--- src/rtl/serial_led_pkg.sv ---
// Shared types and helpers for the serial LED cascade driver.
// Assumes nothing beyond IEEE 1800-2017 semantics.
package serial_led_pkg;

    typedef enum logic [1:0] {
        ST_IDLE  = 2'd0,
        ST_SHIFT = 2'd1,
        ST_STORE = 2'd2
    } frame_state_t;

    // Number of set bits in a small mask.
    function automatic int count_ones(input logic [7:0] v);
        int n;
        n = 0;
        for (int i = 0; i < 8; i++) n += int'(v[i]);
        return n;
    endfunction

endpackage

--- src/rtl/serial_led_regs.sv ---
// Configuration registers behind a simple select/data write port.
// Assumes the default field layout fits in the write data width.
module serial_led_regs #(
    parameter int GROUPS   = 3,
    parameter int GW       = 8,
    parameter int DSL_BITS = 2,
    parameter int N_PHY    = 4,
    parameter int PHY_BITS = 3,
    parameter int DIV_W    = 8,
    parameter logic [GROUPS*GW-1:0] SHADOW_INIT = '0,
    localparam int IMG_W   = GROUPS*GW,
    localparam int PHY_W   = N_PHY*PHY_BITS
) (
    input  logic              clk,
    input  logic              rst_n,
    input  logic              wr_en,
    input  logic [1:0]        wr_sel,
    input  logic [IMG_W-1:0]  wr_data,
    output logic [IMG_W-1:0]  image_o,
    output logic [GROUPS-1:0] mask_o,
    output logic              rising_o,
    output logic [DSL_BITS-1:0] dsl_en_o,
    output logic [DIV_W-1:0]  div_o,
    output logic [PHY_W-1:0]  phy_en_o
);
    localparam int RISE_POS = GROUPS;
    localparam int DSL_POS  = GROUPS + 1;
    localparam int DIV_POS  = 8;

    // Register update on reset or a decoded write.
    always_ff @(posedge clk) begin
        if (!rst_n) begin
            image_o  <= SHADOW_INIT;
            mask_o   <= '0;
            rising_o <= 1'b0;
            dsl_en_o <= '0;
            div_o    <= DIV_W'(1);
            phy_en_o <= '0;
        end else if (wr_en) begin
            case (wr_sel)
                2'd0: image_o <= wr_data;
                2'd1: begin
                    mask_o   <= wr_data[GROUPS-1:0];
                    rising_o <= wr_data[RISE_POS];
                    dsl_en_o <= wr_data[DSL_POS +: DSL_BITS];
                    div_o    <= wr_data[DIV_POS +: DIV_W];
                end
                2'd2: phy_en_o <= wr_data[PHY_W-1:0];
                default: ;
            endcase
        end
    end

    assert_sel3_ignored_R10: assert property (@(posedge clk) disable iff (!rst_n)
        (wr_en && wr_sel == 2'd3) |=> ($stable(image_o) && $stable(mask_o) && $stable(phy_en_o)
                                       && $stable(div_o) && $stable(dsl_en_o) && $stable(rising_o)));
endmodule

--- src/rtl/serial_led_merge.sv ---
// Merges hardware status overrides into the software image, bit by bit.
// Assumes DSL bits sit at the bottom and PHY fields follow in order.
module serial_led_merge #(
    parameter int GROUPS   = 3,
    parameter int GW       = 8,
    parameter int DSL_BITS = 2,
    parameter int N_PHY    = 4,
    parameter int PHY_BITS = 3,
    localparam int IMG_W   = GROUPS*GW,
    localparam int OVR_W   = DSL_BITS + N_PHY*PHY_BITS
) (
    input  logic [IMG_W-1:0]            sw_img_i,
    input  logic [DSL_BITS-1:0]         dsl_en_i,
    input  logic [DSL_BITS-1:0]         dsl_stat_i,
    input  logic [N_PHY*PHY_BITS-1:0]   phy_en_i,
    input  logic [N_PHY*PHY_BITS-1:0]   phy_stat_i,
    output logic [IMG_W-1:0]            img_o
);
    logic [OVR_W-1:0] ovr_en;
    logic [OVR_W-1:0] ovr_val;

    // Collect enables and status values in image bit order.
    always_comb begin
        ovr_en  = {phy_en_i, dsl_en_i};
        ovr_val = {phy_stat_i, dsl_stat_i};
    end

    for (genvar i = 0; i < IMG_W; i++) begin : g_bit
        if (i < OVR_W) begin : g_ovr
            assign img_o[i] = ovr_en[i] ? ovr_val[i] : sw_img_i[i];
        end else begin : g_sw
            assign img_o[i] = sw_img_i[i];
        end
    end
endmodule

--- src/rtl/serial_led_shift.sv ---
// Frame sequencer: packs enabled groups, shifts them MSB first with a
// divided shift clock, then issues a one-cycle store strobe.
// Assumes inputs are synchronous; they are sampled only at frame start.
module serial_led_shift
    import serial_led_pkg::*;
#(
    parameter int GROUPS = 3,
    parameter int GW     = 8,
    parameter int DIV_W  = 8,
    localparam int IMG_W = GROUPS*GW,
    localparam int CNT_W = $clog2(IMG_W + 1)
) (
    input  logic              clk,
    input  logic              rst_n,
    input  logic [GROUPS-1:0] mask_i,
    input  logic              rising_i,
    input  logic [DIV_W-1:0]  div_i,
    input  logic [IMG_W-1:0]  image_i,
    output logic              sdo_o,
    output logic              sclk_o,
    output logic              store_o
);
    frame_state_t     st_q;
    logic [IMG_W-1:0] packed_img;
    logic [IMG_W-1:0] sh_q;
    logic [CNT_W-1:0] n_bits;
    logic [CNT_W-1:0] left_q;
    logic [DIV_W-1:0] div_eff;
    logic [DIV_W-1:0] div_q;
    logic [DIV_W-1:0] cnt_q;
    logic             phase_q;
    logic             pol_q;
    logic             sdo_q;
    logic             sclk_q;
    logic             store_q;
    logic             tick;

    // Pack enabled groups MSB-aligned, highest group first.
    always_comb begin
        int fill;
        packed_img = '0;
        fill = 0;
        for (int g = GROUPS-1; g >= 0; g--) begin
            if (mask_i[g]) begin
                packed_img[IMG_W-1-fill*GW -: GW] = image_i[g*GW +: GW];
                fill++;
            end
        end
        n_bits  = CNT_W'(count_ones(8'(mask_i)) * GW);
        div_eff = (div_i == '0) ? DIV_W'(1) : div_i;
    end

    // Half-period tick from the captured divisor.
    assign tick = (cnt_q == div_q - DIV_W'(1));

    // Frame sequencing, shift clock and data generation.
    always_ff @(posedge clk) begin
        if (!rst_n) begin
            st_q    <= ST_IDLE;
            sh_q    <= '0;
            left_q  <= '0;
            div_q   <= DIV_W'(1);
            cnt_q   <= '0;
            phase_q <= 1'b0;
            pol_q   <= 1'b0;
            sdo_q   <= 1'b0;
            sclk_q  <= 1'b1;
            store_q <= 1'b0;
        end else begin
            case (st_q)
                ST_IDLE: begin
                    store_q <= 1'b0;
                    sclk_q  <= ~rising_i;
                    if (mask_i != '0) begin
                        sh_q    <= packed_img;
                        left_q  <= n_bits;
                        div_q   <= div_eff;
                        pol_q   <= rising_i;
                        cnt_q   <= '0;
                        phase_q <= 1'b0;
                        sdo_q   <= packed_img[IMG_W-1];
                        st_q    <= ST_SHIFT;
                    end
                end
                ST_SHIFT: begin
                    if (!tick) begin
                        cnt_q <= cnt_q + DIV_W'(1);
                    end else begin
                        cnt_q <= '0;
                        if (!phase_q) begin
                            phase_q <= 1'b1;
                            sclk_q  <= pol_q;
                        end else begin
                            phase_q <= 1'b0;
                            sclk_q  <= ~pol_q;
                            if (left_q == CNT_W'(1)) begin
                                sdo_q   <= 1'b0;
                                store_q <= 1'b1;
                                st_q    <= ST_STORE;
                            end else begin
                                sh_q   <= sh_q << 1;
                                sdo_q  <= sh_q[IMG_W-2];
                                left_q <= left_q - CNT_W'(1);
                            end
                        end
                    end
                end
                default: begin
                    store_q <= 1'b0;
                    st_q    <= ST_IDLE;
                end
            endcase
        end
    end

    assign sdo_o   = sdo_q;
    assign sclk_o  = sclk_q;
    assign store_o = store_q;

    assert_store_single_R3: assert property (@(posedge clk) disable iff (!rst_n)
        store_q |=> !store_q);
    assert_idle_when_masked_R4: assert property (@(posedge clk) disable iff (!rst_n)
        (st_q == ST_IDLE && mask_i == '0) |=> (st_q == ST_IDLE && !store_q));
    assert_sdo_moves_at_idle_R5: assert property (@(posedge clk) disable iff (!rst_n)
        !$stable(sdo_q) |-> (sclk_q == ~pol_q));
    assert_sclk_idle_at_store_R3: assert property (@(posedge clk) disable iff (!rst_n)
        store_q |-> (sclk_q == ~pol_q));
    assert_bits_in_range_R2: assert property (@(posedge clk) disable iff (!rst_n)
        (st_q == ST_SHIFT) |-> (left_q != '0 && left_q <= CNT_W'(IMG_W)));
endmodule

--- src/rtl/serial_led_driver.sv ---
// Top level: registers, override merge and frame sequencer.
// Assumes status inputs are already synchronous to clk.
module serial_led_driver #(
    parameter int GROUPS   = 3,
    parameter int GW       = 8,
    parameter int DSL_BITS = 2,
    parameter int N_PHY    = 4,
    parameter int PHY_BITS = 3,
    parameter int DIV_W    = 8,
    parameter logic [GROUPS*GW-1:0] SHADOW_INIT = 24'hA5C3F0,
    localparam int IMG_W   = GROUPS*GW,
    localparam int PHY_W   = N_PHY*PHY_BITS
) (
    input  logic                clk,
    input  logic                rst_n,
    input  logic                wr_en,
    input  logic [1:0]          wr_sel,
    input  logic [IMG_W-1:0]    wr_data,
    input  logic [DSL_BITS-1:0] dsl_stat,
    input  logic [PHY_W-1:0]    phy_stat,
    output logic                sdo,
    output logic                sclk,
    output logic                store
);
    logic [IMG_W-1:0]    sw_img;
    logic [IMG_W-1:0]    eff_img;
    logic [GROUPS-1:0]   mask;
    logic                rising;
    logic [DSL_BITS-1:0] dsl_en;
    logic [DIV_W-1:0]    div;
    logic [PHY_W-1:0]    phy_en;

    serial_led_regs #(
        .GROUPS(GROUPS), .GW(GW), .DSL_BITS(DSL_BITS), .N_PHY(N_PHY),
        .PHY_BITS(PHY_BITS), .DIV_W(DIV_W), .SHADOW_INIT(SHADOW_INIT)
    ) u_regs (
        .clk(clk), .rst_n(rst_n), .wr_en(wr_en), .wr_sel(wr_sel), .wr_data(wr_data),
        .image_o(sw_img), .mask_o(mask), .rising_o(rising), .dsl_en_o(dsl_en),
        .div_o(div), .phy_en_o(phy_en)
    );

    serial_led_merge #(
        .GROUPS(GROUPS), .GW(GW), .DSL_BITS(DSL_BITS), .N_PHY(N_PHY), .PHY_BITS(PHY_BITS)
    ) u_merge (
        .sw_img_i(sw_img), .dsl_en_i(dsl_en), .dsl_stat_i(dsl_stat),
        .phy_en_i(phy_en), .phy_stat_i(phy_stat), .img_o(eff_img)
    );

    serial_led_shift #(
        .GROUPS(GROUPS), .GW(GW), .DIV_W(DIV_W)
    ) u_shift (
        .clk(clk), .rst_n(rst_n), .mask_i(mask), .rising_i(rising), .div_i(div),
        .image_i(eff_img), .sdo_o(sdo), .sclk_o(sclk), .store_o(store)
    );
endmodule

--- config.mk ---
export PLATFORM = sky130hd
export DESIGN_NAME = serial_led_driver
export DESIGN_NICKNAME = d
export VERILOG_FILES = /design/src/rtl/serial_led_pkg.sv /design/src/rtl/serial_led_regs.sv /design/src/rtl/serial_led_merge.sv /design/src/rtl/serial_led_shift.sv /design/src/rtl/serial_led_driver.sv
export SDC_FILE = /design/constraint.sdc
export NUM_CORES = 1
export LEC_CHECK = 0
export BUFFER_PORTS_ARGS = -buffer_cell sky130_fd_sc_hd__buf_2
export CORE_UTILIZATION = 50
export CTS_BUF_LIST = sky130_fd_sc_hd__clkbuf_16
export CTS_CLUSTER_DIAMETER = 100
export DETAILED_ROUTE_END_ITERATION = 8
export GPL_ROUTABILITY_DRIVEN = 0
export PLACE_DENSITY = 0.69
export SLEW_MARGIN = 10
export SYNTH_ARGS = -nofsm -noshare
export SYNTH_HDL_FRONTEND = slang
export SYNTH_HIERARCHICAL = 1
export SYNTH_SLANG_ARGS = --single-unit
--- constraint.sdc ---
create_clock -name clk -period 3.1 [get_ports clk]
set_input_delay 0.62 -clock clk [delete_from_list [all_inputs] [get_ports clk]]
set_output_delay 0.62 -clock clk [all_outputs]
set_load 0.005 [all_outputs]
==> results.py <==
metrics = {
    "outcome": {
        "outcome": "completed",
    },
    "power_and_ir_drop": {
        "p_per_area_mw_per_mm2": 516,
        "p_leak_nw": 2.50,
        "vdd_drop_max_mv": 0.264,
    },
    "worst_setup_path": {
        "r2r_cells": 8,
        "crit_path_max_incr_delay_ns": 0.72,
        "cp_top_family": "simple AND/OR/NAND/NOR gates",
        "required_ns": 3.37,
        "worst-path-max-fanout": 16,
        "path_buf_inv": 2,
        "worstSetupPathType": "flop to flop",
        "crit_path_cell_trace": "inv_1 -> ha_1 -> clkinv_1 -> nor4b_2 -> a32oi_1 -> nand2_1 -> o211ai_1 -> o21ai_0",
        "crit_start": "u_regs/mask_o[2]",
        "arrival_ns": 3.12,
        "cp_slowest_cell": "dfxtp_1",
        "critPathCaptureType": "flop",
        "startpoint_type": "flop",
        "path_depth": 8,
        "reg2reg_from": "u_regs/mask_o[2]",
    },
    "timing": {
        "fin_worst_skew_ns": 0.00834,
        "setup_viol": 0,
        "slew_violations": 0,
        "hold_viol": 0,
        "fmax_mhz": 350,
        "grt_setup_unrepaired": "false",
        "tightest_slew_ns": 1.01,
        "finalCritPeriodShare_pct": 92.2,
        "finalSetupTns_ns": 0,
        "period_minus_slack_ns": 2.86,
        "fin_hold_ws_ns": 0.445,
        "relSlewSlack_pct": 32.4,
    },
    "drt": {
        "firstDrtPassIters": 6,
        "drcViolationCount": 0,
        "first_iter_violations": 324,
        "wl_per_cell_um": 17.2,
        "antenna_left": 0,
        "finalWirelength_um": 12900,
        "routed_via_density": 5.98,
        "vias": 4487,
    },
    "grt": {
        "grt_max_degree": 69,
        "antenna_found_initial": 0,
        "grt_pass1_vias": 4252,
        "gr-total-overflow": 0,
        "grt_pass1_wl_um": 21100,
        "grtUsageTotal_pct": 23.3,
    },
    "cells_and_area": {
        "area.sequential_mm2": 0.00202,
        "antenna-diode-count": 0,
        "layout.nets": 660,
        "multi_input_area_mm2": 0.00298,
        "area_delta_synth_final_pct": 8.62,
        "fin_cells": 750,
        "final_common_cell": "dfxtp_1",
        "drive_above_1_share_pct": 17.1,
        "final_area_mm2": 0.00588,
        "fillers": 952,
        "layout_common_cells": "dfxtp_1, nand2_1, buf_2, mux2i_1, a21oi_1",
        "final_util_pct": 56.5,
    },
    "synth": {
        "syn_nets": 654,
        "ys_types": 68,
        "synth_top_flop_cell": "dfxtp_1",
        "avgSynthCellArea_um2": 8.98,
        "syn_inst": 603,
        "synth-edff-count": 0,
        "synth-async-reset-ratio_pct": 0,
        "synth_top_cell_area_share_pct": 37.3,
        "synthTopCellsByArea": "dfxtp_1, mux2i_1, nand2_1",
        "yosysSeqAreaShare_pct": 37.3,
        "synth_area_mm2": 0.00541,
        "synth-seq-cells": 101,
        "synth_warnings": 6,
        "yosys.area.top_type": "dfxtp_1",
    },
    "clock_tree": {
        "clock-sinks": 101,
        "h-tree-depth": 3,
        "cts_setup_buffers": 0,
        "clk_pin_slew_worst_paths_ns": 0.07,
        "cts_tree": "built",
        "cts_inserted_buffers": 9,
        "cts_resized": 0,
        "cts-hold-fix-buffers": 0,
        "root_buffer": "clkbuf_16",
        "clk_path_buf_depth": 2,
        "clk-insertion-delay-late_ns": 0.34,
    },
    "flow_run": {
        "cap_violations": 0,
    },
    "floorplan": {
        "rows": 37,
        "ios": 46,
        "dieArea_mm2": 0.0112,
        "die_x_um": 106,
        "start_util_pct": 52.0,
        "design.core.area_mm2": 0.0104,
        "die_h_um": 106,
    },
    "worst_hold_path": {
        "min_from": "u_shift/store_o",
        "min_path_cells": 2,
        "min_path_type": "flop to flop",
    },
    "placement": {
        "placed_area_mm2": 0.00556,
        "port_buffers": 45,
        "dp_cells": 734,
        "dp_hpwl_um": 9080,
    },
}
## final timing paths
path / end / slack [ns]
worst max-delay path: u_shift/sh_q[13] / 0.24
worst min-delay path: u_shift/store_o / 0.45
worst max register to register: u_shift/sh_q[13] / 0.24
worst min register to register: u_shift/store_o / 0.45
## flip-flops by register name (all words and copies together), names as in the netlist, 3 cells and up
| signal | flops |
|---|---|
| u_shift/left_q | 5 |
| u_regs/mask_o | 3 |
| u_regs/image_o | 24 |
| u_regs/div_o | 8 |
| u_shift/cnt_q | 8 |
| u_shift/sh_q | 23 |
| u_shift/div_q | 8 |
| u_regs/phy_en_o | 12 |
## Yosys cell counts (13+ instances only)
| master | count |
|---|---|
| o21ai_0 | 18 |
| buf_4 | 13 |
| nand3_1 | 17 |
| mux2i_1 | 39 |
| nand2_1 | 96 |
| mux2_4 | 14 |
| dfxtp_1 | 101 |
| nand4_1 | 15 |
| a21oi_1 | 37 |
| clkbuf_1 | 33 |
| o211ai_1 | 23 |
| nor2_1 | 18 |
| inv_1 | 22 |
## tightest hold or removal path, delay by kind of cell, from the launching register on
kind,cells,cell delay (ns)
buffers and inverters,1,0.05
flip-flops,1,0.31
AO/OA/AOI/OAI,1,0.05
## report_power, final
part           internal [W]  total (W)  switching, W  leakage, nW
Combinational      0.000164   0.000430      0.000266         1.52
Clock              0.000712    0.00121      0.000499        0.154
Sequential          0.00135    0.00140     0.0000459        0.820
## layer usage
| metal | vias up | wire [um] | global-route usage, % |
|---|---|---|---|
| met5 | - | 0 | 0 |
| met4 | 0 | 177 | 8.23 |
| met3 | 13 | 529 | 2.45 |
| met2 | 127 | 6200 | 39.1 |
| met1 | 2146 | 5960 | 31.1 |
| li1 | 2201 | - | - |
## cell type report
| class | instances | share of cell area, % |
|---|---|---|
| sequential | 101 | 34.4 |
| inverter | 23 | 1.47 |
| multi-input combinational | 419 | 50.7 |
| clock inverter | 7 | 1.66 |
| tap | 136 | 2.89 |
| timing repair buffer | 55 | 5.11 |
| clock buffer | 9 | 3.83 |
## cells by family (layout without fill, tap and decap cells)
logic type / count (synthesis) / after routing / synth area share (%)
simple gates: 212 / 212 / 21.9
compound gates: 134 / 134 / 17.8
flops: 101 / 101 / 37.3
buf+inv: 83 / 94 / 8.00
mux: 53 / 53 / 11.1
xor+xnor: 12 / 12 / 1.94
fa+ha+maj: 8 / 8 / 1.99
## per-stage QoR
stage                     setup slack (ns)  power, W
after floorplan                      0.805   0.00175
after global placement               0.470   0.00184
after detailed placement             0.323   0.00185
after CTS                            0.309   0.00306
after global routing                0.0203   0.00315
final                                0.242   0.00304
(Power assumes the default switching activity.)
